==> src/rtl/ilv_pkg.sv <==
// Package: shared command and phase encodings for the interleave generator.
// Assumes the 2-bit command code is decoded by the controller's command path.
package ilv_pkg;
    typedef enum logic [1:0] {
        CMD_DES = 2'b00,
        CMD_ACT = 2'b01,
        CMD_RDA = 2'b10
    } cmd_e;

    typedef enum logic [1:0] {
        PH_ACT = 2'b00,
        PH_RDA = 2'b01,
        PH_GAP = 2'b10
    } phase_e;
endpackage

==> src/rtl/ilv_cfg_decode.sv <==
// Module: ilv_cfg_decode
// Turns speed grade, latency and bank mode into a validity flag and two gap
// counts: deselects after an inner pair and after the last pair of a group.
// Assumes latency is coded as CL-3. Purely combinational.
module ilv_cfg_decode #(
    parameter int GAP_W = 4
) (
    input  logic [1:0]       speed_i,
    input  logic [1:0]       latency_i,
    input  logic             eight_i,
    output logic             valid_o,
    output logic [GAP_W-1:0] mid_gap_o,
    output logic [GAP_W-1:0] end_gap_o
);
    // Table lookup of supported selections and their spacing.
    always_comb begin
        valid_o   = 1'b0;
        mid_gap_o = '0;
        end_gap_o = '0;
        unique case (speed_i)
            2'd0: begin
                valid_o   = (latency_i <= 2'd1);
                mid_gap_o = '0;
                end_gap_o = eight_i ? GAP_W'(0)
                                    : ((latency_i == 2'd0) ? GAP_W'(4) : GAP_W'(5));
            end
            2'd1: begin
                valid_o   = (latency_i == 2'd1);
                mid_gap_o = eight_i ? GAP_W'(0) : GAP_W'(1);
                end_gap_o = eight_i ? GAP_W'(2) : GAP_W'(5);
            end
            2'd2: begin
                valid_o   = (latency_i == 2'd1) || (latency_i == 2'd2);
                mid_gap_o = eight_i ? GAP_W'(1) : GAP_W'(2);
                end_gap_o = eight_i ? GAP_W'(2)
                                    : ((latency_i == 2'd1) ? GAP_W'(5) : GAP_W'(6));
            end
            default: begin
                valid_o   = (latency_i != 2'd0);
                mid_gap_o = eight_i ? GAP_W'(1) : GAP_W'(2);
                end_gap_o = eight_i ? GAP_W'(3) : (GAP_W'(latency_i) + GAP_W'(7));
            end
        endcase
    end
endmodule

==> src/rtl/ilv_run_ctrl.sv <==
// Module: ilv_run_ctrl
// Idle/run control: accepts a start only while idle, records a configuration
// error, and holds a stop request until the sequencer reports a loop end.
// Assumes loop_last_i is high only on the final slot while running.
module ilv_run_ctrl (
    input  logic clk,
    input  logic rst_n,
    input  logic start_i,
    input  logic stop_i,
    input  logic cfg_valid_i,
    input  logic loop_last_i,
    output logic running_o,
    output logic cfg_err_o,
    output logic launch_o,
    output logic halt_o
);
    logic stop_pend_q;

    // A start is accepted only from idle with a legal selection.
    assign launch_o = !running_o && start_i && cfg_valid_i;
    // Stop is in effect if requested now or earlier in this loop.
    assign halt_o   = stop_i || stop_pend_q;

    // Run state, error flag and pending stop.
    always_ff @(posedge clk) begin
        if (!rst_n) begin
            running_o   <= 1'b0;
            cfg_err_o   <= 1'b0;
            stop_pend_q <= 1'b0;
        end else if (!running_o) begin
            stop_pend_q <= 1'b0;
            if (start_i) begin
                cfg_err_o <= !cfg_valid_i;
                running_o <= cfg_valid_i;
            end
        end else if (loop_last_i && halt_o) begin
            running_o   <= 1'b0;
            stop_pend_q <= 1'b0;
        end else if (stop_i) begin
            stop_pend_q <= 1'b1;
        end
    end
endmodule

==> src/rtl/ilv_slot_seq.sv <==
// Module: ilv_slot_seq
// Walks the activate / read-auto-precharge / deselect slots of one loop.
// Banks are grouped in sets of GROUP_PAIRS; eight-bank mode uses two groups.
// Spacing is latched at launch and held until the next launch.
// Assumes launch_i and run_i come from ilv_run_ctrl.
module ilv_slot_seq
    import ilv_pkg::*;
#(
    parameter int BANK_W      = 3,
    parameter int GAP_W       = 4,
    parameter int SLOT_W      = 5,
    parameter int GROUP_PAIRS = 4
) (
    input  logic              clk,
    input  logic              rst_n,
    input  logic              launch_i,
    input  logic              run_i,
    input  logic              halt_i,
    input  logic [GAP_W-1:0]  mid_gap_i,
    input  logic [GAP_W-1:0]  end_gap_i,
    input  logic              eight_i,
    output cmd_e              cmd_o,
    output logic [BANK_W-1:0] bank_o,
    output logic [SLOT_W-1:0] slot_o,
    output logic              last_o
);
    localparam int POS_W = $clog2(GROUP_PAIRS);

    phase_e             phase_q;
    logic [GAP_W-1:0]   gap_q;
    logic [GAP_W-1:0]   mid_q;
    logic [GAP_W-1:0]   end_q;
    logic               eight_q;
    logic               grp_end;
    logic               bank_last;
    logic [GAP_W-1:0]   sel_gap;
    logic               pair_done;

    // Position of the current bank inside its group and the loop.
    always_comb begin
        grp_end   = (bank_o[POS_W-1:0] == POS_W'(GROUP_PAIRS - 1));
        bank_last = eight_q ? (bank_o == BANK_W'(2 * GROUP_PAIRS - 1))
                            : (bank_o == BANK_W'(GROUP_PAIRS - 1));
        sel_gap   = grp_end ? end_q : mid_q;
        pair_done = ((phase_q == PH_RDA) && (sel_gap == '0)) ||
                    ((phase_q == PH_GAP) && (gap_q == '0));
    end

    assign last_o = run_i && pair_done && bank_last;

    // Command code from the phase; deselect whenever idle.
    always_comb begin
        cmd_o = CMD_DES;
        if (run_i) begin
            unique case (phase_q)
                PH_ACT:  cmd_o = CMD_ACT;
                PH_RDA:  cmd_o = CMD_RDA;
                default: cmd_o = CMD_DES;
            endcase
        end
    end

    // Slot advance: pair, gap countdown, next bank or wrap.
    always_ff @(posedge clk) begin
        if (!rst_n) begin
            phase_q <= PH_ACT;
            bank_o  <= '0;
            gap_q   <= '0;
            slot_o  <= '0;
            mid_q   <= '0;
            end_q   <= '0;
            eight_q <= 1'b0;
        end else if (launch_i) begin
            phase_q <= PH_ACT;
            bank_o  <= '0;
            gap_q   <= '0;
            slot_o  <= '0;
            mid_q   <= mid_gap_i;
            end_q   <= end_gap_i;
            eight_q <= eight_i;
        end else if (run_i) begin
            if (pair_done) begin
                if (bank_last) begin
                    if (!halt_i) begin
                        phase_q <= PH_ACT;
                        bank_o  <= '0;
                        slot_o  <= '0;
                    end
                end else begin
                    phase_q <= PH_ACT;
                    bank_o  <= bank_o + BANK_W'(1);
                    slot_o  <= slot_o + SLOT_W'(1);
                end
            end else begin
                slot_o <= slot_o + SLOT_W'(1);
                unique case (phase_q)
                    PH_ACT:  phase_q <= PH_RDA;
                    PH_RDA: begin
                        phase_q <= PH_GAP;
                        gap_q   <= sel_gap - GAP_W'(1);
                    end
                    default: gap_q <= gap_q - GAP_W'(1);
                endcase
            end
        end
    end
endmodule

==> src/rtl/ilv_read_pattern_gen.sv <==
// Module: ilv_read_pattern_gen (top)
// All-bank interleaved read command generator for a memory test mode.
// Assumes the command path applies the 2-bit code and bank address one
// command per clock; the selection inputs matter only at an accepted start.
module ilv_read_pattern_gen #(
    parameter int GAP_W       = 4,
    parameter int SLOT_W      = 5,
    parameter int GROUP_PAIRS = 4
) (
    input  logic              clk,
    input  logic              rst_n,
    input  logic              start_i,
    input  logic              stop_i,
    input  logic [1:0]        speed_i,
    input  logic [1:0]        latency_i,
    input  logic              eight_bank_i,
    output logic [1:0]        cmd_o,
    output logic [2:0]        bank_o,
    output logic [SLOT_W-1:0] slot_o,
    output logic              loop_end_o,
    output logic              busy_o,
    output logic              cfg_err_o
);
    localparam int BANK_W = 3;

    logic             cfg_valid;
    logic [GAP_W-1:0] mid_gap;
    logic [GAP_W-1:0] end_gap;
    logic             launch;
    logic             halt;
    ilv_pkg::cmd_e    cmd_code;

    ilv_cfg_decode #(.GAP_W(GAP_W)) u_decode (
        .speed_i   (speed_i),
        .latency_i (latency_i),
        .eight_i   (eight_bank_i),
        .valid_o   (cfg_valid),
        .mid_gap_o (mid_gap),
        .end_gap_o (end_gap)
    );

    ilv_run_ctrl u_ctrl (
        .clk         (clk),
        .rst_n       (rst_n),
        .start_i     (start_i),
        .stop_i      (stop_i),
        .cfg_valid_i (cfg_valid),
        .loop_last_i (loop_end_o),
        .running_o   (busy_o),
        .cfg_err_o   (cfg_err_o),
        .launch_o    (launch),
        .halt_o      (halt)
    );

    ilv_slot_seq #(
        .BANK_W      (BANK_W),
        .GAP_W       (GAP_W),
        .SLOT_W      (SLOT_W),
        .GROUP_PAIRS (GROUP_PAIRS)
    ) u_seq (
        .clk       (clk),
        .rst_n     (rst_n),
        .launch_i  (launch),
        .run_i     (busy_o),
        .halt_i    (halt),
        .mid_gap_i (mid_gap),
        .end_gap_i (end_gap),
        .eight_i   (eight_bank_i),
        .cmd_o     (cmd_code),
        .bank_o    (bank_o),
        .slot_o    (slot_o),
        .last_o    (loop_end_o)
    );

    assign cmd_o = cmd_code;
endmodule

==> config.mk <==
export PLATFORM = sky130hd
export DESIGN_NAME = ilv_read_pattern_gen
export DESIGN_NICKNAME = d
export VERILOG_FILES = /design/src/rtl/ilv_pkg.sv /design/src/rtl/ilv_cfg_decode.sv /design/src/rtl/ilv_run_ctrl.sv /design/src/rtl/ilv_slot_seq.sv /design/src/rtl/ilv_read_pattern_gen.sv
export SDC_FILE = /design/constraint.sdc
export NUM_CORES = 1
export LEC_CHECK = 0
export ABC_AREA = 1
export CAP_MARGIN = 20
export CORE_MARGIN = 4
export CORE_UTILIZATION = 45
export DETAILED_ROUTE_END_ITERATION = 12
export PLACE_DENSITY = 0.7
export REMOVE_ABC_BUFFERS = 1
export SKIP_LAST_GASP = 1
export SYNTH_ARGS = -nofsm -noshare
export SYNTH_HDL_FRONTEND = slang
export SYNTH_HIERARCHICAL = 1
export SYNTH_SLANG_ARGS = --single-unit
==> constraint.sdc <==
create_clock -name clk -period 4.91 [get_ports clk]
set_input_delay 1.473 -clock clk [delete_from_list [all_inputs] [get_ports clk]]
set_output_delay 1.473 -clock clk [all_outputs]
set_load 0.01 [all_outputs]
After elaboration in Yosys (flattened, before gate mapping) --
Index checks and enable logic that the tools add are counted.
Cells by class: reductions and logical operators 26, multiplexer cells 28, bitwise logic cells 4, shift operators 0, order comparisons 1, add/subtract/negate cells 5, $mul 0, divide/modulo/power cells 0, equal/unequal tests 11
Operators by type and width (number):
- $mux W4 | 4
- $pmux W4 S2 | 2
- $mux W5 | 3
- $mux W2 | 6
- $pmux W4 S3 | 1
- $mux W3 | 3
- $reduce_and A3 Y1 | 3
- $eq A2 B2 Y1 const B | 4
- $logic_not A4 Y1 | 2
- $pmux W2 S2 | 2
- $sub A4 B1 Y4 const B | 2
- $logic_and A1 B1 Y1 | 7
- $eq A2 B1 Y1 const B | 3
- $logic_not A2 Y1 | 3
- $mux W1 | 6
- $add A5 B1 Y5 const B | 1
- $add A2 B3 Y4 const B | 1
- $not A1 Y1 | 4
- $reduce_and A2 Y1 | 2
- $add A3 B1 Y3 const B | 1
- $eq A3 B2 Y1 const B | 1
- $eq A3 B3 Y1 const B | 1
- $logic_or A1 B1 Y1 | 3
- $ne A3 B3 Y1 const B | 1
- 8 further kinds | 9
Storage, ports and cells: output and inout port bits 13, bits in registers 26, memories 0, bits in latches 0, logic and storage cells 85, ROM bits 0, input port bits 9, memory bits (writable) 0

Longest topological paths before layout --
depth after elaboration 10, depth in mapped cells 13, gate-level depth less buffers 12

Cells and area by module --
Netlist, hierarchy kept.
Modules (own cells, without submodules):
- ilv_slot_seq | times used 1, cells an instance 172, seq. area each 460.4 µm², area an instance 1232.4 µm²
- ilv_cfg_decode | times used 1, cells an instance 43, seq. area each 0.0 µm², area an instance 205.2 µm²
- ilv_run_ctrl | times used 1, cells an instance 19, seq. area each 60.1 µm², area an instance 127.6 µm²

Worst setup path after synthesis --
Ideal clock, no wire load.
kind reg2out, start reg u_seq.bank_o[0], end out loop_end_o, required time 3.437 ns, buffers on the path 0, cell stages (with the launch flop) 10, arrival 1.487 ns, path slack 1.950 ns, cells stage by stage dfxtp_1 > ha_1 > inv_2 > nand2_1 > nand2_2 > nor2_4 > nand3_4 > nand2_4 > nand2_1 > nor2_1
On the way: longest elaborated chain between the ends 7, elaborated cells between the ends (all ways) 10, those cells by class 3 x eq/ne; 2 x mux; 5 x reduce/logical
RTL lines:
- start: declaration | RTL line ilv_slot_seq.sv:23 | output logic [BANK_W-1:0] bank_o,
- start signal: assignment | RTL line ilv_slot_seq.sv:91 | bank_o <= bank_o + BANK_W'(1);
- $eq A2 B2 Y1 | RTL line ilv_slot_seq.sv:41 | grp_end = (bank_o[POS_W-1:0] == POS_W'(GROUP_PAIRS - 1));
- $mux W4 | RTL line ilv_slot_seq.sv:44 | sel_gap = grp_end ? end_q : mid_q;
- $logic_not A4 Y1 | RTL line ilv_slot_seq.sv:45 | pair_done = ((phase_q == PH_RDA) && (sel_gap == '0)) ||
- $logic_and A1 B1 Y1 | RTL line ilv_slot_seq.sv:45
- $logic_or A1 B1 Y1 | RTL line ilv_slot_seq.sv:45
- $logic_and A1 B1 Y1 | RTL line ilv_slot_seq.sv:49 | assign last_o = run_i && pair_done && bank_last;
- $logic_and A1 B1 Y1 * | RTL line ilv_slot_seq.sv:49
- end: declaration | RTL line ilv_read_pattern_gen.sv:20 | output logic loop_end_o,
Mark *: on every way between the ends. The rest lies on a longest branch, timed or not.

Worst setup path in the final report --
Ends and elaborated chain as after synthesis.

==> impl_metrics.ini <==
[power]
peakVddDrop_v = 0.000163
switching_share = 0.315
power_density_nw_per_um2 = 232
power_leakage_uw = 0.000834
pwr-share-clk = 0.211
p_switching_uw = 134
comb_power_share = 0.245
seq_power_share = 0.544
cell_internal_pwr_uw = 292

[final_layout]
layout-drive-gt1-share = 0.0938
mostFrequentLayoutCells = 50 x nand2_1, 42 x nor2_1, 26 x dfxtp_1, 25 x inv_1, 21 x clkdlybuf4s50_1
syn_to_final_growth_pct = 17.6
design_area_um2 = 1840
multiInputGateArea_um2 = 915
layout.nets = 273
regArea_um2 = 520
fin_util = 0.552
diodes = 0
fillCellCount = 355
final_common_cell = nand2_1

[sta]
timing.fmax_mhz = 254
post-route-min-period_ns = 3.94
finalClockSkew_ns = 0.00188
rsz0062_at_grt = false
setup_violations = 0
fin_hold_ws_ns = 0.479
period_share = 0.803
setup_tns_ns = 0
slew_viol_final = 0
fin_ws_ns = 0.969
hold_viol = 0

[placement]
dp_slack_ns = 1.18
hpwl_um = 2480
place_congestion = 0.806
io_buffers = 21
dpl_cell_area_um2 = 1820

[floorplan]
die-area_um2 = 4490
core_um2 = 3340
io_pins = 22
die_w_um = 67.0
row_count = 21
die_y_um = 67.0
initial_core_util = 0.469

[clock_network]
cts_max_path_buffers = 2
root_buffer = clkbuf_4
cts.clk_slew.worst_paths_ns = 0.13
clk_latency_ns = 0.31
cts_resized = 0
clkSinkCount = 26
cts_buffers = 3
post_cts_buffers = 0
cts_tree = done
cts.htree.levels = 1
hold_buffers = 0

[critical_path]
critPathRequiredTime_ns = 3.44
worst_setup_path_end_kind = primary output
slowest_delay_ns = 0.57
regToRegSetupSlack_ns = 3.02
rr_endpoint = u_ctrl/running_o$_SDFF_PN0_
crit_path_start_kind = flip-flop
crit_chain = ha_1, inv_2, nand2_1, nand2_2, nor2_4, nand3_4, nand2_4, nand2_1, nor2_1, clkdlybuf4s50_1
cp.arrival_ns = 2.47
critPathMaxFanout = 6
slowest_stage = clkdlybuf4s50_1
r2r-start = u_seq/bank_o[0]$_SDFFE_PP0P_
critical_path_class = flip-flop to primary output
rr_worst_depth = 12
cp_common_cell = nand2_1

[logic_synthesis]
yosys_warnings = 6
netlist_top_cells_area = dfxtp_1 33%, nand2_1 12%, nor2_1 10%, nand3_1 6.1%, inv_1 6.0%
yosysTopAreaCell = dfxtp_1
synth-seq-cells = 26
synth_cell_types = 26
yosysTopAreaCellShare = 0.333
synthFlopType = dfxtp_1
async_reset_ff_frac = 0
synth_edf_count = 0
synth_area_per_cell_um2 = 6.69
postSynthCellCount = 234
syn_area_um2 = 1570
ys_seq_area_frac = 0.333

[worst_hold_path]
min_from = u_seq/gap_q[0]$_SDFFE_PP0P_
hold_depth = 2
hold_class = flip-flop to flip-flop
holdPathEnd = u_seq/gap_q[0]$_SDFFE_PP0P_

[global_routing]
track_usage = 0.157
grt_overflow = 0
antenna_found_initial = 0
grt_pass1_wl_um = 5570
grt_pass1_vias = 1323
grt_max_degree = 14

[drt]
ant_nets = 0
dr_total_vias = 1468
wl_per_cell_um = 10.4
wl_um = 3150
vias_per_cell = 4.86
drc_errors = 0
drtPass1Iterations = 4
drt_iter0_markers = 76

[job]
drv_cap = 0

[status]
outcome = finished, final reports clean
[cell usage after synthesis, types with 3 or more instances]
cell type  count
inv_1         25
o21ai_1        5
a21oi_1       13
nor2_1        42
nand2_4        4
nand2_2        4
nand2_1       50
ha_1           6
dfxtp_1       26
inv_2          3
o21ai_0       14
xor2_1         3
nand3_1       19
[worst max-delay path: cells and delay by family, from the launching register on]
kind	cells	cell delay, ns
AND/OR/NAND/NOR	7	0.76
adder cells (fa/ha/maj)	1	0.30
flip-flops	1	0.41
buffers and inverters	2	0.67
[how the worst max path moves through the flow]
stage / end / slack [ns] / startpoint / cells past startpoint
floorplan: loop_end_o / 1.95 / u_seq/bank_o[0]$_SDFFE_PP0P_ / 9
CTS: loop_end_o / 0.92 / u_seq/bank_o[0]$_SDFFE_PP0P_ / 10
finish: loop_end_o / 0.97 / u_seq/bank_o[0]$_SDFFE_PP0P_ / 10
global placement: u_seq/slot_o[4]$_SDFFE_PP0P_ / 1.21 / latency_i[0] / 12
global route: loop_end_o / 0.76 / u_seq/bank_o[0]$_SDFFE_PP0P_ / 10
detailed placement: u_seq/slot_o[1]$_SDFFE_PP0P_ / 1.18 / latency_i[0] / 12
[power by group through the flow]
stage	Combinational, uW	Sequential (uW)	Clock [uW]
final	105	232	90.0
after global routing	119	234	104
after CTS	105	232	96.6
after detailed placement	105	237	0
after global placement	104	237	0
after floorplan	72.6	236	0
[registers in the layout, summed over array words and instances (netlist names), 2 cells and up]
register       count
u_seq/mid_q        4
u_seq/phase_q      2
u_seq/slot_o       5
u_seq/gap_q        4
u_seq/end_q        4
u_seq/bank_o       3
[final cells by class]
class,count,area share
inverter,30,0.0625
sequential,26,0.283
multi-input combinational,176,0.497
tap,46,0.0313
clock buffer,3,0.0122
timing repair buffer,21,0.114
[per-stage QoR]
step / power [uW] / std cells
2_1_floorplan: 308 / 232
3_3_place_gp: 341 / 299
3_5_place_dp: 341 / 299
4_1_cts: 434 / 302
5_1_grt: 457 / 302
6_report: 426 / 302
[kinds of logic (layout without fill, tap and decap cells)]
logic type | after synthesis | after routing | synth area share
other | 1 | 2 | 0.00240
AOI/OAI and AO/OA | 34 | 34 | 0.114
DFF | 26 | 26 | 0.333
adders and majority gates | 6 | 6 | 0.0480
xor gates and xnor gates | 5 | 5 | 0.0280
and+or+nand+nor | 129 | 129 | 0.390
buffers and inverters | 33 | 54 | 0.0855
[per-layer routing]
| metal | part of all wire | vias to the layer above | GRT usage |
|---|---|---|---|
| li1 | - | 785 | - |
| met1 | 0.53 | 650 | 0.226 |
| met2 | 0.43 | 31 | 0.244 |
| met3 | 0.035 | 2 | 0.0354 |
| met4 | 0.0048 | 0 | 0.0228 |
| met5 | 0 | - | 0 |
Note: power is estimated with default switching activity, not from simulation.
